$ cat src/rtl/spi_mem_pkg.sv
package spi_mem_pkg;

  localparam logic [7:0] OP_WREN  = 8'h06;
  localparam logic [7:0] OP_WRDI  = 8'h04;
  localparam logic [7:0] OP_RDSR  = 8'h05;
  localparam logic [7:0] OP_WRSR  = 8'h01;
  localparam logic [7:0] OP_READ  = 8'h03;
  localparam logic [7:0] OP_WRITE = 8'h02;
  localparam logic [7:0] OP_SLEEP = 8'hB9;
  localparam logic [7:0] OP_WAKE  = 8'hAB;

  typedef enum logic [3:0] {
    ST_IDLE,
    ST_OP,
    ST_ADDR,
    ST_RDATA,
    ST_WDATA,
    ST_SREG_RD,
    ST_SREG_WR,
    ST_DONE,
    ST_SKIP
  } xfer_state_t;

endpackage

$ cat src/rtl/spi_in_sync.sv
module spi_in_sync #(
  parameter int          W       = 4,
  parameter int          STAGES  = 2,
  parameter logic [W-1:0] RST_VAL = '0
) (
  input  logic         clk,
  input  logic         rst,
  input  logic [W-1:0] d,
  output logic [W-1:0] q
);

  logic [STAGES-1:0][W-1:0] stg_q;

  always_ff @(posedge clk) begin
    if (rst) stg_q <= {STAGES{RST_VAL}};
    else     stg_q <= {stg_q[STAGES-2:0], d};
  end

  assign q = stg_q[STAGES-1];

endmodule

$ cat src/rtl/spi_front.sv
module spi_front #(
  parameter int STAGES = 2
) (
  input  logic clk,
  input  logic rst,
  input  logic pin_sck,
  input  logic pin_cs_n,
  input  logic pin_si,
  input  logic pin_hold_n,
  output logic sck_rise,
  output logic sck_fall,
  output logic cs_active,
  output logic run,
  output logic si_s
);

  localparam int NPIN = 4;

  logic [NPIN-1:0] raw_w;
  logic [NPIN-1:0] syn_w;
  logic            sck_prev_q;

  assign raw_w = {pin_sck, pin_cs_n, pin_si, pin_hold_n};

  spi_in_sync #(
    .W      (NPIN),
    .STAGES (STAGES),
    .RST_VAL(4'b0101)
  ) u_sync (
    .clk(clk),
    .rst(rst),
    .d  (raw_w),
    .q  (syn_w)
  );

  // The previous level follows the pin even during hold, so no edge
  // appears when hold is released.
  always_ff @(posedge clk) begin
    if (rst) sck_prev_q <= 1'b0;
    else     sck_prev_q <= syn_w[3];
  end

  assign run       = syn_w[0];
  assign si_s      = syn_w[1];
  assign cs_active = ~syn_w[2];
  assign sck_rise  = run & syn_w[3] & ~sck_prev_q;
  assign sck_fall  = run & ~syn_w[3] & sck_prev_q;

endmodule

$ cat src/rtl/spi_mem_core.sv
module spi_mem_core
  import spi_mem_pkg::*;
#(
  parameter int ADDR_W = 15,
  parameter int DATA_W = 8
) (
  input  logic                 clk,
  input  logic                 rst,
  input  logic                 sck_rise,
  input  logic                 cs_active,
  input  logic                 run,
  input  logic                 si,
  input  logic                 chk_ok,
  input  logic [DATA_W-1:0]    sr_rdata,
  output logic                 ram_re,
  output logic                 ram_we,
  output logic [ADDR_W-1:0]    ram_addr,
  output logic [DATA_W-1:0]    ram_wdata,
  output logic [ADDR_W-1:0]    chk_addr,
  output logic                 sr_we,
  output logic [DATA_W-1:0]    sr_wdata,
  output logic                 ctl_strobe,
  output logic [DATA_W-1:0]    ctl_code,
  output logic                 out_phase,
  output logic [$clog2(DATA_W)-1:0] bit_idx,
  output logic                 tx_ld,
  output logic [DATA_W-1:0]    tx_byte
);

  localparam int CNT_W = $clog2(DATA_W);
  localparam int HI_W  = ADDR_W - DATA_W;
  localparam logic [CNT_W-1:0] LAST_BIT = CNT_W'(DATA_W - 1);

  xfer_state_t         state_q;
  logic [CNT_W-1:0]    bit_q;
  logic [DATA_W-2:0]   sh_q;
  logic [HI_W-1:0]     hi_q;
  logic                second_q;
  logic                is_rd_q;
  logic [ADDR_W-1:0]   addr_q;
  logic [DATA_W-1:0]   op_q;
  logic                ram_re_q, ram_we_q, sr_we_q, strobe_q, tx_ld_q;
  logic [ADDR_W-1:0]   ram_addr_q;
  logic [DATA_W-1:0]   ram_wdata_q, sr_wdata_q, code_q, tx_byte_q;

  logic [DATA_W-1:0]   byte_w;
  logic [ADDR_W-1:0]   full_addr_w;
  logic                byte_done_w;

  assign byte_w      = {sh_q, si};
  assign full_addr_w = {hi_q, byte_w};
  assign byte_done_w = sck_rise && (bit_q == LAST_BIT);

  always_ff @(posedge clk) begin
    if (rst) begin
      state_q     <= ST_IDLE;
      bit_q       <= '0;
      sh_q        <= '0;
      hi_q        <= '0;
      second_q    <= 1'b0;
      is_rd_q     <= 1'b0;
      addr_q      <= '0;
      op_q        <= '0;
      ram_re_q    <= 1'b0;
      ram_we_q    <= 1'b0;
      ram_addr_q  <= '0;
      ram_wdata_q <= '0;
      sr_we_q     <= 1'b0;
      sr_wdata_q  <= '0;
      strobe_q    <= 1'b0;
      code_q      <= '0;
      tx_ld_q     <= 1'b0;
      tx_byte_q   <= '0;
    end else begin
      ram_re_q <= 1'b0;
      ram_we_q <= 1'b0;
      sr_we_q  <= 1'b0;
      strobe_q <= 1'b0;
      tx_ld_q  <= 1'b0;
      if (!cs_active) begin
        if (run) begin
          // a completed single-byte command takes effect on deselect
          if (state_q == ST_DONE) begin
            strobe_q <= 1'b1;
            code_q   <= op_q;
          end
          state_q <= ST_IDLE;
          bit_q   <= '0;
        end
      end else if (run) begin
        if (state_q == ST_IDLE) begin
          state_q <= ST_OP;
        end else if (sck_rise) begin
          sh_q  <= byte_w[DATA_W-2:0];
          bit_q <= bit_q + 1'b1;
          if (byte_done_w) begin
            unique case (state_q)
              ST_OP: begin
                op_q <= byte_w;
                case (byte_w)
                  OP_READ, OP_WRITE: begin
                    state_q  <= ST_ADDR;
                    second_q <= 1'b0;
                    is_rd_q  <= (byte_w == OP_READ);
                  end
                  OP_RDSR: begin
                    state_q   <= ST_SREG_RD;
                    tx_ld_q   <= 1'b1;
                    tx_byte_q <= sr_rdata;
                  end
                  OP_WRSR: state_q <= ST_SREG_WR;
                  OP_WREN, OP_WRDI, OP_SLEEP, OP_WAKE: state_q <= ST_DONE;
                  default: state_q <= ST_SKIP;
                endcase
              end
              ST_ADDR: begin
                if (!second_q) begin
                  hi_q     <= byte_w[HI_W-1:0];
                  second_q <= 1'b1;
                end else if (is_rd_q) begin
                  ram_re_q   <= 1'b1;
                  ram_addr_q <= full_addr_w;
                  addr_q     <= full_addr_w + 1'b1;
                  state_q    <= ST_RDATA;
                end else begin
                  addr_q  <= full_addr_w;
                  state_q <= ST_WDATA;
                end
              end
              ST_RDATA: begin
                // prefetch the next byte while the last one finishes
                ram_re_q   <= 1'b1;
                ram_addr_q <= addr_q;
                addr_q     <= addr_q + 1'b1;
              end
              ST_WDATA: begin
                if (chk_ok) begin
                  ram_we_q    <= 1'b1;
                  ram_addr_q  <= addr_q;
                  ram_wdata_q <= byte_w;
                end
                addr_q <= addr_q + 1'b1;
              end
              ST_SREG_RD: begin
                tx_ld_q   <= 1'b1;
                tx_byte_q <= sr_rdata;
              end
              ST_SREG_WR: begin
                sr_we_q    <= 1'b1;
                sr_wdata_q <= byte_w;
                state_q    <= ST_SKIP;
              end
              default: ;
            endcase
          end
        end
      end
    end
  end

  assign ram_re     = ram_re_q;
  assign ram_we     = ram_we_q;
  assign ram_addr   = ram_addr_q;
  assign ram_wdata  = ram_wdata_q;
  assign chk_addr   = addr_q;
  assign sr_we      = sr_we_q;
  assign sr_wdata   = sr_wdata_q;
  assign ctl_strobe = strobe_q;
  assign ctl_code   = code_q;
  assign out_phase  = (state_q == ST_RDATA) || (state_q == ST_SREG_RD);
  assign bit_idx    = bit_q;
  assign tx_ld      = tx_ld_q;
  assign tx_byte    = tx_byte_q;

  assert_hold_freeze_R7: assert property (@(posedge clk) disable iff (rst)
    (!run && cs_active) |=> ($stable(state_q) && $stable(bit_q) && $stable(addr_q)));

  assert_write_permit_R5: assert property (@(posedge clk) disable iff (rst)
    ram_we |-> $past(chk_ok));

  assert_no_rd_wr_mix_R3: assert property (@(posedge clk) disable iff (rst)
    !(ram_we && ram_re));

  assert_addr_step_R2: assert property (@(posedge clk) disable iff (rst)
    (run && cs_active && byte_done_w && state_q == ST_RDATA)
      |=> (addr_q == ADDR_W'($past(addr_q) + 1'b1)));

  assert_strobe_on_deselect_R11: assert property (@(posedge clk) disable iff (rst)
    ctl_strobe |-> $past(!cs_active));

endmodule

$ cat src/rtl/spi_tx_unit.sv
module spi_tx_unit #(
  parameter int DATA_W = 8
) (
  input  logic                      clk,
  input  logic                      rst,
  input  logic                      sck_fall,
  input  logic                      run,
  input  logic                      cs_active,
  input  logic                      out_phase,
  input  logic [$clog2(DATA_W)-1:0] bit_idx,
  input  logic                      ram_re,
  input  logic [DATA_W-1:0]         ram_rdata,
  input  logic                      ld,
  input  logic [DATA_W-1:0]         ld_byte,
  output logic                      so,
  output logic                      so_en
);

  localparam int CNT_W = $clog2(DATA_W);
  localparam logic [CNT_W-1:0] TOP_IDX = CNT_W'(DATA_W - 1);

  logic              pend_q;
  logic [DATA_W-1:0] buf_q;
  logic              act_q, so_q, oe_q;
  logic [DATA_W-1:0] src_w;
  logic              fire_w;

  // RAM data is usable in the cycle it arrives, ahead of the buffer
  assign src_w  = pend_q ? ram_rdata : buf_q;
  assign fire_w = run && cs_active && sck_fall && out_phase;

  always_ff @(posedge clk) begin
    if (rst) begin
      pend_q <= 1'b0;
      buf_q  <= '0;
      act_q  <= 1'b0;
      so_q   <= 1'b0;
      oe_q   <= 1'b0;
    end else begin
      pend_q <= ram_re;
      if (pend_q)  buf_q <= ram_rdata;
      else if (ld) buf_q <= ld_byte;
      if (!cs_active)  act_q <= 1'b0;
      else if (fire_w) act_q <= 1'b1;
      if (fire_w) so_q <= src_w[TOP_IDX - bit_idx];
      oe_q <= cs_active && run && (act_q || fire_w);
    end
  end

  assign so    = so_q;
  assign so_en = oe_q;

  assert_oe_quiet_R6: assert property (@(posedge clk) disable iff (rst)
    so_en |-> $past(run && cs_active));

  assert_so_steady_R2: assert property (@(posedge clk) disable iff (rst)
    (so_en && $past(so_en) && !$past(sck_fall)) |-> $stable(so_q));

endmodule

$ cat src/rtl/spi_mem_slave.sv
module spi_mem_slave #(
  parameter int ADDR_W      = 15,
  parameter int DATA_W      = 8,
  parameter int SYNC_STAGES = 2
) (
  input  logic              clk,
  input  logic              rst,
  input  logic              spi_sck,
  input  logic              spi_cs_n,
  input  logic              spi_si,
  input  logic              spi_hold_n,
  output logic              spi_so,
  output logic              spi_so_en,
  output logic [ADDR_W-1:0] ram_addr,
  output logic              ram_re,
  output logic              ram_we,
  output logic [DATA_W-1:0] ram_wdata,
  input  logic [DATA_W-1:0] ram_rdata,
  output logic [ADDR_W-1:0] chk_addr,
  input  logic              chk_ok,
  input  logic [DATA_W-1:0] sr_rdata,
  output logic              sr_we,
  output logic [DATA_W-1:0] sr_wdata,
  output logic              ctl_strobe,
  output logic [DATA_W-1:0] ctl_code
);

  localparam int CNT_W = $clog2(DATA_W);

  logic             sck_rise, sck_fall, cs_active, run, si_s;
  logic             out_phase, tx_ld;
  logic [CNT_W-1:0] bit_idx;
  logic [DATA_W-1:0] tx_byte;

  spi_front #(.STAGES(SYNC_STAGES)) u_front (
    .clk       (clk),
    .rst       (rst),
    .pin_sck   (spi_sck),
    .pin_cs_n  (spi_cs_n),
    .pin_si    (spi_si),
    .pin_hold_n(spi_hold_n),
    .sck_rise  (sck_rise),
    .sck_fall  (sck_fall),
    .cs_active (cs_active),
    .run       (run),
    .si_s      (si_s)
  );

  spi_mem_core #(.ADDR_W(ADDR_W), .DATA_W(DATA_W)) u_core (
    .clk       (clk),
    .rst       (rst),
    .sck_rise  (sck_rise),
    .cs_active (cs_active),
    .run       (run),
    .si        (si_s),
    .chk_ok    (chk_ok),
    .sr_rdata  (sr_rdata),
    .ram_re    (ram_re),
    .ram_we    (ram_we),
    .ram_addr  (ram_addr),
    .ram_wdata (ram_wdata),
    .chk_addr  (chk_addr),
    .sr_we     (sr_we),
    .sr_wdata  (sr_wdata),
    .ctl_strobe(ctl_strobe),
    .ctl_code  (ctl_code),
    .out_phase (out_phase),
    .bit_idx   (bit_idx),
    .tx_ld     (tx_ld),
    .tx_byte   (tx_byte)
  );

  spi_tx_unit #(.DATA_W(DATA_W)) u_tx (
    .clk      (clk),
    .rst      (rst),
    .sck_fall (sck_fall),
    .run      (run),
    .cs_active(cs_active),
    .out_phase(out_phase),
    .bit_idx  (bit_idx),
    .ram_re   (ram_re),
    .ram_rdata(ram_rdata),
    .ld       (tx_ld),
    .ld_byte  (tx_byte),
    .so       (spi_so),
    .so_en    (spi_so_en)
  );

endmodule

$ cat config.mk
export PLATFORM = sky130hd
export DESIGN_NAME = spi_mem_slave
export DESIGN_NICKNAME = d
export VERILOG_FILES = /design/src/rtl/spi_mem_pkg.sv /design/src/rtl/spi_in_sync.sv /design/src/rtl/spi_front.sv /design/src/rtl/spi_mem_core.sv /design/src/rtl/spi_tx_unit.sv /design/src/rtl/spi_mem_slave.sv
export SDC_FILE = /design/constraint.sdc
export NUM_CORES = 1
export LEC_CHECK = 0
export BUFFER_PORTS_ARGS = -buffer_cell sky130_fd_sc_hd__buf_2
export CORE_MARGIN = 4
export CORE_UTILIZATION = 45
export CTS_BUF_LIST = sky130_fd_sc_hd__clkbuf_2
export DETAILED_ROUTE_END_ITERATION = 10
export PLACE_DENSITY = 0.65
export SYNTH_ARGS = -nofsm -noshare
export SYNTH_HDL_FRONTEND = slang
export SYNTH_HIERARCHICAL = 1
export SYNTH_SLANG_ARGS = --single-unit
$ cat constraint.sdc
create_clock -name clk -period 4.25 [get_ports clk]
set_input_delay 0.425 -clock clk [delete_from_list [all_inputs] [get_ports clk]]
set_output_delay 0.425 -clock clk [all_outputs]
set_load 0.01 [all_outputs]
After elaboration in Yosys (flattened, before gate mapping)
Index checks and enable logic that the tools add are counted.

operators by class
  add/subtract/negate cells = 4
  order comparisons = 1
  eq/ne operators = 23
  muxes and demuxes = 39
  bitwise operators = 13
  reduce and logical (&&, ||, !) cells = 37

operator list
  operator                 count
  $mux W15                 5
  $pmux W15 S3             1
  $reduce_and A7 Y1        6
  $mux W8                  4
  $add A15 B1 Y15 const B  2
  $pmux W15 S2             1
  $mux W4                  7
  $eq A8 B3 Y1 const B     3
  $mux W3                  6
  $eq A4 B3 Y1 const B     4
  $eq A8 B2 Y1 const B     2
  $eq A8 B8 Y1 const B     2
  $pmux W4 S4              1
  $pmux W8 S2              1
  $pmux W4 S3              1
  $reduce_and A6 Y1        2
  $reduce_bool A2 Y1       5
  $not A1 Y1               9
  $reduce_and A9 Y1        1
  $reduce_bool A3 Y1       3
  $eq A4 B2 Y1 const B     2
  $eq A8 B1 Y1 const B     1
  $mux W1                  8
  $ne A2 B1 Y1 const B     4
  22 further kinds         36

word-level totals
  bits in registers = 119
  input port bits = 23

Logic depth before layout (Yosys ltp)
Gate-level depths: netlist of the first run.

  word-level depth = 9
  depth in mapped cells = 9

Hierarchy
The synthesis of the first run kept the hierarchy.

modules (own cells, without submodules)
  module        times used  cells an instance  area an instance (um^2)  seq. area each (um^2)
  spi_mem_core  1           558                4648.2                   1961.9
  spi_tx_unit   1           55                 646.9                    240.2
  spi_in_sync   1           20                 240.2                    160.2
  spi_front     1           5                  48.8                     20.0

Least setup slack after synthesis of the first run
No wires, ideal clock.

  path type = reg2reg
  start = register u_core.bit_q[1], in the netlist u_core/bit_idx[1]
  end = register u_core.addr_q[13], in the netlist u_core/chk_addr[13]
  arrival = 2.203 ns
  data required time = 4.176 ns
  setup slack = 1.973 ns
  cell stages (with the launch flop) = 9
  buffers on the path = 1
  cells stage by stage = dfxtp_1 -> ha_1 -> ha_1 -> and4_1 -> nand2_1 -> or3_1 -> buf_2 -> or4_1 -> a31oi_1

on the way
  cells in the longest elaborated chain, start to end = 3

RTL lines
  what                         line                 source
  start, declared              spi_mem_core.sv:35   logic [CNT_W-1:0] bit_q;
  start signal, assigned       spi_mem_core.sv:95   bit_q <= bit_q + 1'b1;
  $eq A3 B3 Y1                 spi_mem_core.sv:52   assign byte_done_w = sck_rise && (bit_q == LAST_BIT);
  $logic_and A1 B1 Y1          spi_mem_core.sv:52
  $reduce_and A7 Y1 (no line)  n/a
  end signal, assigned         spi_mem_core.sv:123  addr_q <= full_addr_w + 1'b1;
  end signal, assigned         spi_mem_core.sv:126  addr_q <= full_addr_w;
  end signal, assigned         spi_mem_core.sv:134  addr_q <= addr_q + 1'b1;
  end, declared                spi_mem_core.sv:40   logic [ADDR_W-1:0] addr_q;

No other way between the ends.
A chain may end at the register's enable or synchronous reset.

Worst setup path in the final report of the first run
  start = register u_core.bit_q[1], in the netlist u_core/bit_idx[1]
  end = register u_core.hi_q[6]

on the way
  cells in the longest elaborated chain, start to end = 3

RTL lines
  what                         line                 source
  $eq A3 B3 Y1                 spi_mem_core.sv:52
  $logic_and A1 B1 Y1          spi_mem_core.sv:52
  $reduce_and A7 Y1 (no line)  n/a
  end signal, assigned         spi_mem_core.sv:118  hi_q <= byte_w[HI_W-1:0];
  end, declared                spi_mem_core.sv:37   logic [HI_W-1:0] hi_q;

No other way between the ends.

==> impl_metrics.json, run 1 <==
{
  "synth_cell_type_count": 61,
  "min_from": "rst",
  "clockPowerShare_pct": 33.8,
  "reg2regPathDepth": 7,
  "ant_nets": 0,
  "slowest_stage": "nor4_1",
  "h-tree-depth": 4,
  "worstMarginPinSlew_ns": 1.164,
  "p_per_area_nw_per_um2": 280.7,
  "rsz0062_at_grt": "no",
  "fin_ws_ns": 1.613,
  "p_int_uw": 1354,
  "p_seq_share_pct": 62.3,
  "worst-path-buf-inv": 0,
  "crit_required_ns": 4.86,
  "relSlewSlack_pct": 22.05,
  "outcome": "finished, final reports clean",
  "synth_edf_count": 0,
  "slew_viol_final": 0,
  "syn2layout_area_growth_pct": 15.28,
  "nets": 747,
  "p_sw_uw": 452.8,
  "wl_met2_um": 6641,
  "slowest_delay_ns": 0.92,
  "hold_depth": 2,
  "ys_seq_area_share_pct": 42.66,
  "dp_hpwl_um": 9806,
  "grt_usage_pct": 20.71,
  "p_leak_uw": 0.002586,
  "whs_ns": 0.3350,
  "max_freq_ghz": 0.3793,
  "die_y_um": 119.4,
  "path_delay_family": "simple AND/OR/NAND/NOR gates",
  "met3WireLength_um": 905,
  "period_minus_slack_ns": 2.637,
  "holdPathEnd": "u_core/tx_byte[0]",
  "syn_nets": 668,
  "syn_area_um2": 5584,
  "row_count": 40,
  "cts_sinks": 119,
  "async_flop_share_pct": 0,
  "r2r-start": "u_core/bit_idx[1]",
  "insertion_delay_ns": 0.70,
  "cp-end-kind": "flip-flop",
  "critPathKind": "flip-flop to flip-flop",
  "dieArea_um2": 14260,
  "vias_per_cell": 5.541,
  "fin_crit_sh_pct": 62.04,
  "finClkSkew_ns": 0.03997,
  "vdd_ir_drop_max_mv": 0.1817,
  "postCtsHoldBufs": 21,
  "grt_pass1_wl_um": 23960,
  "antenna_found_initial": 0,
  "coreArea_um2": 12060,
  "firstDrtPassIters": 5,
  "crit_path_cell_trace": "ha_1, ha_1, and4_1, nand2_1, nor4_1, nand2_1, a21oi_1",
  "netlist_instances": 638,
  "avgSynthCellArea_um2": 8.753,
  "cp_max_fo": 7,
  "start_util_pct": 46.30,
  "first_global_vias": 4765,
  "place.gp.congestion": 0.8821,
  "grt_max_degree": 100,
  "wl_um": 14470,
  "antenna_cells": 0,
  "post_cts_resize_count": 0,
  "finalSetupViolCount": 0,
  "yosys_warnings": 6,
  "switching_share_pct": 25.06,
  "num_vias": 4976,
  "drc_errors": 0,
  "port_buffers": 82,
  "highest_layer": "met4",
  "cts_root_buffer": "clkbuf_2",
  "start_kind": "flip-flop",
  "dr.first_iter.drc_count": 407,
  "timing.rr.end": "u_core/hi_q[6]",
  "wl_met1_um": 6504,
  "wl_per_cell_um": 16.12,
  "synth-main-ff-cell": "dfxtp_1",
  "cts_tree": "done",
  "grt-ovfl-total": 0,
  "postCtsSetupBuffers": 0,
  "power.total_uw": 1807,
  "hp-class": "input port to flip-flop",
  "cap_viol_max_count": 0,
  "rrSetupSlack_ns": 1.61,
  "final_layout_size_suffix_gt1_share_pct": 18.90,
  "synth_seq_cells": 119,
  "ioPinCount": 83,
  "clk_pin_slew_ns": 0.16,
  "hold_viol_final": 0,
  "tns_ns": 0,
  "cp_data_arrival_time_ns": 3.24,
  "dp_slack_ns": 1.645,
  "p_comb_share_pct": 3.9,
  "cts.path.max_buffers": 2,
  "fp.dieW_um": 119.4,
  "cts_buffers": 17
}
[power groups by stage]
stage | clock network (µW) | logic [µW] | registers [µW]
floorplan | 0 | 39.9 | 1150
global placement | 0 | 54.1 | 1150
detailed placement | 0 | 55.0 | 1150
CTS | 633 | 69.7 | 1130
global route | 684 | 77.6 | 1130
finish | 610 | 70.4 | 1130
[layout by cell type (no fill, tap or decap), types with 4 or more instances in the layout]
cell type      netlist  final
buf_2               13     81
nor3_1              15     15
a31oi_1              5      5
buf_4                5      6
o211ai_1             7      7
inv_1               13     13
clkbuf_2             0     19
a21oi_1             34     34
or3_1                4      4
a311oi_1            14     14
o21ai_0             18     18
xor2_1              11     11
a22oi_1              6      6
dlygate4sd3_1        0     21
mux2_2              10     10
nand2b_1             7      7
dfxtp_1            119    119
nor2b_1              7      7
nand3_1              9      9
nand4_1             13     13
mux4_1               4      4
clkinv_2             0      8
a211oi_1             7      7
nand2_1             65     65
mux2i_1             55     55
nor2_1              98     97
ha_1                 7      7
or2_1                4      4
and3_1               4      4
nor4_1               5      5
[routing by layer]
layer | GRT usage [%] | vias to the layer above
met5 | 0 | -
met4 | 9.592 | 0
met3 | 5.888 | 35
met2 | 31.93 | 183
met1 | 26.82 | 2325
li1 | - | 2433
[through the flow]
step                      utilization (%)  instance area [µm²]  instances
after floorplan                         -                 5584        638
after global placement              50.10                 6043        845
after detailed placement            50.10                 6043        845
after CTS                           53.37                 6437        898
after global routing                53.37                 6437        898
final                               53.37                 6437        898
[kinds of logic after synthesis]
kind of cell	synth area share, %
buffers and inverters	4.728
AO/OA/AOI/OAI	13.53
XOR/XNOR	1.882
AND/OR/NAND/NOR	21.87
multiplexers	13.76
flip-flops	42.66
adder cells (fa/ha/maj)	1.568
[worst reg2reg max path, cell delays in order, from the launching register on]
cell and delay (ns):
dfxtp_1 0.52, ha_1 0.22, ha_1 0.18, and4_1 0.24
nand2_1 0.16, nor4_1 0.92, nand2_1 0.17, a21oi_1 0.17
[how the worst max path moves through the flow]
| stage | from | endpoint | slack (ns) | cells past startpoint |
|---|---|---|---|---|
| 2_1_floorplan | u_core/bit_idx[1] | u_core/chk_addr[13] | 1.97 | 8 |
| 3_3_place_gp | u_core/bit_idx[1] | u_core/chk_addr[13] | 1.75 | 7 |
| 3_5_place_dp | u_core/bit_idx[1] | u_core/hi_q[6] | 1.64 | 7 |
| 4_1_cts | u_core/bit_idx[1] | u_core/hi_q[6] | 1.59 | 7 |
| 5_1_grt | u_core/bit_idx[1] | u_core/hi_q[6] | 1.25 | 7 |
| 6_report | u_core/bit_idx[1] | u_core/hi_q[6] | 1.61 | 7 |
[synth_stat cells (7+ instances only)]
master    number  area [µm²]
a211oi_1       7       52.55
a21oi_1       34       170.2
a311oi_1      14       122.6
buf_2         13       65.06
clkbuf_1      27       101.4
dfxtp_1      119        2382
ha_1           7       87.58
inv_1         13       48.80
mux2_2        10       112.6
mux2i_1       55       550.5
nand2_1       65       244.0
nand2b_1       7       43.79
nand3_1        9       45.04
nand4_1       13       81.33
nor2_1        98       367.9
nor2b_1        7       43.79
nor3_1        15       75.07
o211ai_1       7       52.55
o21ai_0       18       90.09
xor2_1        11       96.34
[sequential cells by signal (all words and copies together), names as in the netlist, 4 cells and up]
register	flops
u_core/ram_wdata	8
u_front/u_sync/stg_q	4
u_front/u_sync/q	4
u_core/sr_wdata	8
u_core/tx_byte	8
u_tx/buf_q	8
u_core/state_q	4
u_core/sh_q	7
u_core/hi_q	7
u_core/ram_addr	15
u_core/chk_addr	15
u_core/ctl_code	8
u_core/op_q	8
[area by class of cell]
| cell class | count | area [µm²] |
|---|---|---|
| Clock buffer | 19 | 95.09 |
| Clock inverter | 13 | 88.84 |
| Fill cell | 1167 | 5624 |
| Inverter | 13 | 48.80 |
| Multi-Input combinational cell | 458 | 2952 |
| Sequential cell | 119 | 2382 |
| Tap cell | 168 | 210.2 |
| Timing Repair Buffer | 108 | 660.6 |
Note: power is estimated with default switching activity, not from simulation.
==> run 2: changes to the inputs <==
Clock period 4.25 ns to 2.43 ns, I/O delays scaled along.
==> impl_metrics.json, run 2 (same netlist as run 1, synthesis figures left out) <==
{
  "nets": 784,
  "finalSetupViolCount": 0,
  "crit_required_ns": 3.01,
  "fin_crit_sh_pct": 94.90,
  "hold_viol_final": 0,
  "p_leak_uw": 0.002776,
  "ioPinCount": 83,
  "worst-path-buf-inv": 1,
  "path_delay_family": "compound AO/OA/AOI/OAI gates",
  "finClkSkew_ns": 0.03453,
  "cts_sinks": 119,
  "cp-end-kind": "flip-flop",
  "crit_path_cell_trace": "ha_1, ha_1, and4_1, nand2_1, a2111oi_2, buf_6, nor2_1, a311oi_1",
  "layout_common_cells": "dfxtp_1 (118), nor2_1 (97), buf_2 (81)",
  "critPathMostFrequentCell": "ha_1",
  "p_per_area_nw_per_um2": 471.5,
  "drc_errors": 0,
  "vdd_ir_drop_max_mv": 0.3138,
  "row_count": 40,
  "cap_viol_max_count": 0,
  "rrSetupSlack_ns": 0.12,
  "busiest_layer": "met2",
  "start_kind": "flip-flop",
  "hp-class": "input port to flip-flop",
  "holdPathEnd": "u_front/u_sync/stg_q[2]",
  "ant_nets": 0,
  "tns_ns": 0,
  "grt_usage_pct": 20.99,
  "num_vias": 5180,
  "grt_max_degree": 82,
  "dieArea_um2": 14260,
  "worstMarginPinSlew_ns": 0.5999,
  "timing.rr.end": "u_core/ram_addr[3]",
  "final_layout_size_suffix_gt1_share_pct": 22.29,
  "dpl_cell_area_um2": 6311,
  "fp.dieW_um": 119.4,
  "met2_usage_pct": 32.18,
  "dr.first_iter.drc_count": 479,
  "seq_area_um2": 2384,
  "reg2regPathDepth": 8,
  "h-tree-depth": 4,
  "vias_per_cell": 5.540,
  "outcome": "finished, final reports clean",
  "insertion_delay_ns": 0.70,
  "syn2layout_area_growth_pct": 20.70,
  "min_from": "spi_cs_n",
  "period_minus_slack_ns": 2.306,
  "port_buffers": 82,
  "cp_data_arrival_time_ns": 2.89,
  "layout_commonest_cell": "dfxtp_1",
  "cts.path.max_buffers": 2,
  "die_y_um": 119.4,
  "design_area_um2": 6740,
  "place.gp.congestion": 0.8759,
  "slowest_stage": "a2111oi_2",
  "critPathKind": "flip-flop to flip-flop",
  "max_freq_ghz": 0.4337,
  "wl_per_cell_um": 15.99,
  "slowest_delay_ns": 0.42,
  "relSlewSlack_pct": 59.86,
  "grtUsageMet3_pct": 6.030,
  "wl_um": 14950,
  "coreArea_um2": 12060,
  "hold_depth": 3,
  "dp_hpwl_um": 10420,
  "start_util_pct": 46.30,
  "rsz0062_at_grt": "no",
  "cp_max_fo": 30,
  "antenna_cells": 0,
  "antenna_found_initial": 0,
  "met1_usage_pct": 27.93,
  "cts_tree": "done",
  "multi_input_area_um2": 2952,
  "cts_root_buffer": "clkbuf_2",
  "grt_pass1_wl_um": 24280,
  "first_global_vias": 4913,
  "firstDrtPassIters": 6,
  "layout.cells.non_filler": 935,
  "whs_ns": 0.2674,
  "slew_viol_final": 0,
  "fillers": 1151,
  "clk_pin_slew_ns": 0.18,
  "r2r-start": "u_core/bit_idx[0]",
  "cts_buffers": 17,
  "grt-ovfl-total": 0,
  "dp.cells": 879
}
run 2: cell types whose count changed in the layout (fill, tap and decap cells not counted):
cell / delta
buf_4: +32
clkinv_2: -3
dlygate4sd3_1: +3
clkinv_1: +2
buf_12: +1
buf_6: +1
clkinvlp_4: +1
dfxtp_1: -1
dfxtp_2: +1
run 2: where the power goes:
group / internal (µW) / leakage, µW / switching, µW
Combinational: 65.9 / 0.00169 / 73.1
Clock: 349 / 0.000121 / 724
Sequential: 1960 / 0.000961 / 6.10
run 2: timing repair:
item	in CTS	in global routing
hold buffers	24	0
gates resized for setup	0	2
endpoints found under the setup margin	0	10
hold endpoints to repair	45	0
setup buffers	0	0
run 2: worst reg2reg max path, stage by stage (launching register included):
cell and delay [ns]:
dfxtp_1 0.38, ha_1 0.16, ha_1 0.19, and4_1 0.22, nand2_1 0.16, a2111oi_2 0.42, buf_6 0.28, nor2_1 0.07
a311oi_1 0.31
run 2: layer usage:
metal	vias to the layer above	share of wire [%]
met4	0	2.2
met2	206	46
met1	2445	44
li1	2503	-
met3	26	7.1
met5	-	0
run 2: cell type report:
type | count | share of cell area (%)
multi-input combinational | 458 | 43.79
clock inverter | 13 | 1.318
tap | 168 | 3.119
clock buffer | 19 | 1.411
inverter | 13 | 0.7240
sequential | 119 | 35.36
timing repair buffer | 145 | 14.28
run 2: worst max path at each step:
stage | start | end | slack [ns] | cells past startpoint
finish | u_core/bit_idx[0] | u_core/ram_addr[3] | 0.12 | 8
global route | u_core/bit_idx[0] | u_core/ram_addr[4] | 0.01 | 8
CTS | u_core/bit_idx[0] | u_core/ram_addr[3] | 0.14 | 8
detailed placement | u_core/bit_idx[2] | u_core/ram_addr[3] | 0.19 | 7
global placement | u_core/bit_idx[0] | u_core/chk_addr[13] | 0.29 | 7
floorplan | u_core/bit_idx[1] | u_core/chk_addr[13] | 0.15 | 8
run 2: per-stage QoR:
stage / utilization, % / power, µW / setup WS (ns)
after floorplan: - / 2074 / 0.1526
after global placement: 52.32 / 2115 / 0.2927
after detailed placement: 52.32 / 2117 / 0.1896
after CTS: 55.84 / 3219 / 0.1427
after global routing: 55.88 / 3329 / 0.01258
final: 55.88 / 3178 / 0.1240
==> run 3: changes to the inputs <==
Settings changed: SYNTH_HIERARCHICAL 1 to not set.
==> impl_metrics.json, run 3 <==
{
  "grt-ovfl-total": 0,
  "hold_depth": 3,
  "dr.first_iter.drc_count": 504,
  "tns_ns": 0,
  "finalSetupViolCount": 0,
  "timing.rr.end": "u_core.hi_q[4]",
  "coreArea_um2": 12110,
  "grt_max_degree": 52,
  "period_minus_slack_ns": 2.214,
  "synth_edf_count": 0,
  "vias_per_cell": 5.532,
  "clk_pin_slew_ns": 0.15,
  "antenna_cells": 0,
  "fin_crit_sh_pct": 91.10,
  "crit_required_ns": 3.00,
  "slowest_delay_ns": 0.42,
  "firstDrtPassIters": 5,
  "cp-end-kind": "flip-flop",
  "r2r-start": "u_core.bit_idx[0]",
  "rrSetupSlack_ns": 0.22,
  "hp-class": "input port to flip-flop",
  "critPathKind": "flip-flop to flip-flop",
  "fp.dieW_um": 119.5,
  "ys_top_cells_by_area": "dfxtp_1 (43%), mux2i_1 (8.4%), nor2_1 (6.9%)",
  "h-tree-depth": 4,
  "synth_cell_type_count": 67,
  "cp_data_arrival_time_ns": 2.78,
  "async_flop_share_pct": 0,
  "max_freq_ghz": 0.4517,
  "reg2regPathDepth": 9,
  "ant_nets": 0,
  "wl_um": 15110,
  "dieArea_um2": 14290,
  "final_layout_size_suffix_gt1_share_pct": 20.79,
  "syn_nets": 670,
  "synthTopCellsByCount": "dfxtp_1 (119), nor2_1 (103), nand2_1 (58)",
  "cts.path.max_buffers": 2,
  "yosys_warnings": 0,
  "holdPathEnd": "u_front.u_sync.stg_q[2]",
  "place.gp.congestion": 0.9102,
  "postCtsHoldBufs": 22,
  "wl_per_cell_um": 16.28,
  "relSlewSlack_pct": 57.58,
  "rsz0062_at_grt": "no",
  "ioPinCount": 83,
  "synth_top_area_cell": "dfxtp_1",
  "insertion_delay_ns": 0.69,
  "cp_max_fo": 7,
  "finClkSkew_ns": 0.02520,
  "slew_viol_final": 0,
  "cts_tree": "done",
  "crit_path_cell_trace": "ha_1, ha_1, and3b_1, nand2_1, buf_4, nor3b_1, buf_4, mux2i_1, nor2_1",
  "antenna_found_initial": 0,
  "post_cts_resize_count": 0,
  "hold_viol_final": 0,
  "cap_viol_max_count": 0,
  "ys_seq_area_share_pct": 42.57,
  "whs_ns": 0.2833,
  "netlist_instances": 640,
  "cts_root_buffer": "clkbuf_2",
  "synth_seq_cells": 119,
  "first_global_vias": 4758,
  "start_util_pct": 46.21,
  "avgSynthCellArea_um2": 8.745,
  "die_y_um": 119.5,
  "yosysTopAreaCellShare_pct": 42.57,
  "cts_sinks": 119,
  "worstMarginPinSlew_ns": 0.6354,
  "synth-main-ff-cell": "dfxtp_1",
  "outcome": "finished, final reports clean",
  "worst-path-buf-inv": 2,
  "p_leak_uw": 0.002611,
  "num_vias": 5134,
  "postCtsSetupBuffers": 0,
  "grt_usage_pct": 21.39,
  "path_depth": 9,
  "grt_pass1_wl_um": 24560,
  "drc_errors": 0,
  "start_kind": "flip-flop",
  "vdd_ir_drop_max_mv": 0.3512,
  "syn_area_um2": 5597,
  "p_per_area_nw_per_um2": 454.3,
  "synthMostInstantiatedCell": "dfxtp_1",
  "syn2layout_area_growth_pct": 18.56,
  "cts_buffers": 17,
  "min_from": "spi_cs_n",
  "row_count": 40,
  "slowest_stage": "dfxtp_1",
  "dp_hpwl_um": 10600,
  "layout_commonest_cell": "dfxtp_1",
  "path_delay_family": "simple AND/OR/NAND/NOR gates",
  "nets": 780,
  "port_buffers": 82,
  "layout_common_cells": "dfxtp_1 (119), nor2_1 (103), buf_2 (81)"
}
[run 3: cell types whose count changed in the layout (fill, tap and decap cells not counted), moves of 7 or more]
| cell | change |
|---|---|
| mux2i_1 | -8 |
| a21oi_1 | -8 |
| nor2b_1 | +17 |
| nand2_1 | -7 |
| mux2_2 | -10 |
| nor3_1 | +13 |
[run 3: how the worst max path moves through the flow]
stage                               end         startpoint  slack, ns
finish                   u_core.hi_q[4]  u_core.bit_idx[0]       0.22
global route        u_core.chk_addr[14]  u_core.bit_idx[0]       0.04
CTS                      u_core.hi_q[4]  u_core.bit_idx[0]       0.20
detailed placement       u_core.hi_q[4]  u_core.bit_idx[0]       0.22
global placement         u_core.hi_q[1]  u_core.bit_idx[0]       0.29
floorplan            u_core.ram_addr[4]  u_core.bit_idx[1]       0.38
[run 3: worst register-to-register path, delay by kind of cell (launching register included)]
| kind | cells | cell delay (ns) |
|---|---|---|
| and+or+nand+nor | 4 | 0.66 |
| buffers and inverters | 2 | 0.42 |
| muxes | 1 | 0.21 |
| adders and majority gates | 2 | 0.38 |
| DFF | 1 | 0.42 |
[run 3: cells by family after synthesis]
| logic type | count (synthesis) | share of synthesized area, % |
|---|---|---|
| adder cells (fa/ha/maj) | 7 | 1.565 |
| AO/OA/AOI/OAI | 110 | 14.13 |
| AND/OR/NAND/NOR | 283 | 24.99 |
| multiplexers | 52 | 10.42 |
| buffers and inverters | 56 | 4.292 |
| flip-flops | 119 | 42.57 |
| XOR/XNOR | 13 | 2.034 |
[run 3: final cells by class]
type                    instances  area, µm²
clock buffers                  21      105.1
clock inverters                 8      36.28
well taps                     168      210.2
multi-input cells             465       2974
inverters                      11      41.29
flip-flops and latches        119       2382
fillers                      1170       5477
repair buffers                136      885.9
[run 3: per-stage QoR]
| step | utilization [%] | std cells | total power, µW | area, µm² | worst slack (ns) |
|---|---|---|---|---|---|
| 2_1_floorplan | - | 640 | 2055 | 5597 | 0.3750 |
| 3_3_place_gp | 51.80 | 877 | 2092 | 6274 | 0.2942 |
| 3_5_place_dp | 51.80 | 877 | 2093 | 6274 | 0.2198 |
| 4_1_cts | 54.78 | 928 | 3053 | 6635 | 0.2036 |
| 5_1_grt | 54.78 | 928 | 3151 | 6635 | 0.03519 |
| 6_report | 54.78 | 928 | 3014 | 6635 | 0.2162 |
[run 3: metal layers]
metal | part of all wire [%] | up-vias | global-route usage (%)
met5 | 0 | - | 0
met4 | 2.5 | 0 | 8.948
met3 | 6.6 | 28 | 5.796
met2 | 45 | 197 | 31.18
met1 | 46 | 2407 | 29.85
li1 | - | 2502 | -
[run 3: report_power, final]
part           leakage [µW]  switching [µW]  total (µW)  internal, µW
clock network      0.000103             690         935           245
registers          0.000960            5.00        1960          1960
logic               0.00155            61.9         115          53.1
total               0.00261             757        3010          2260
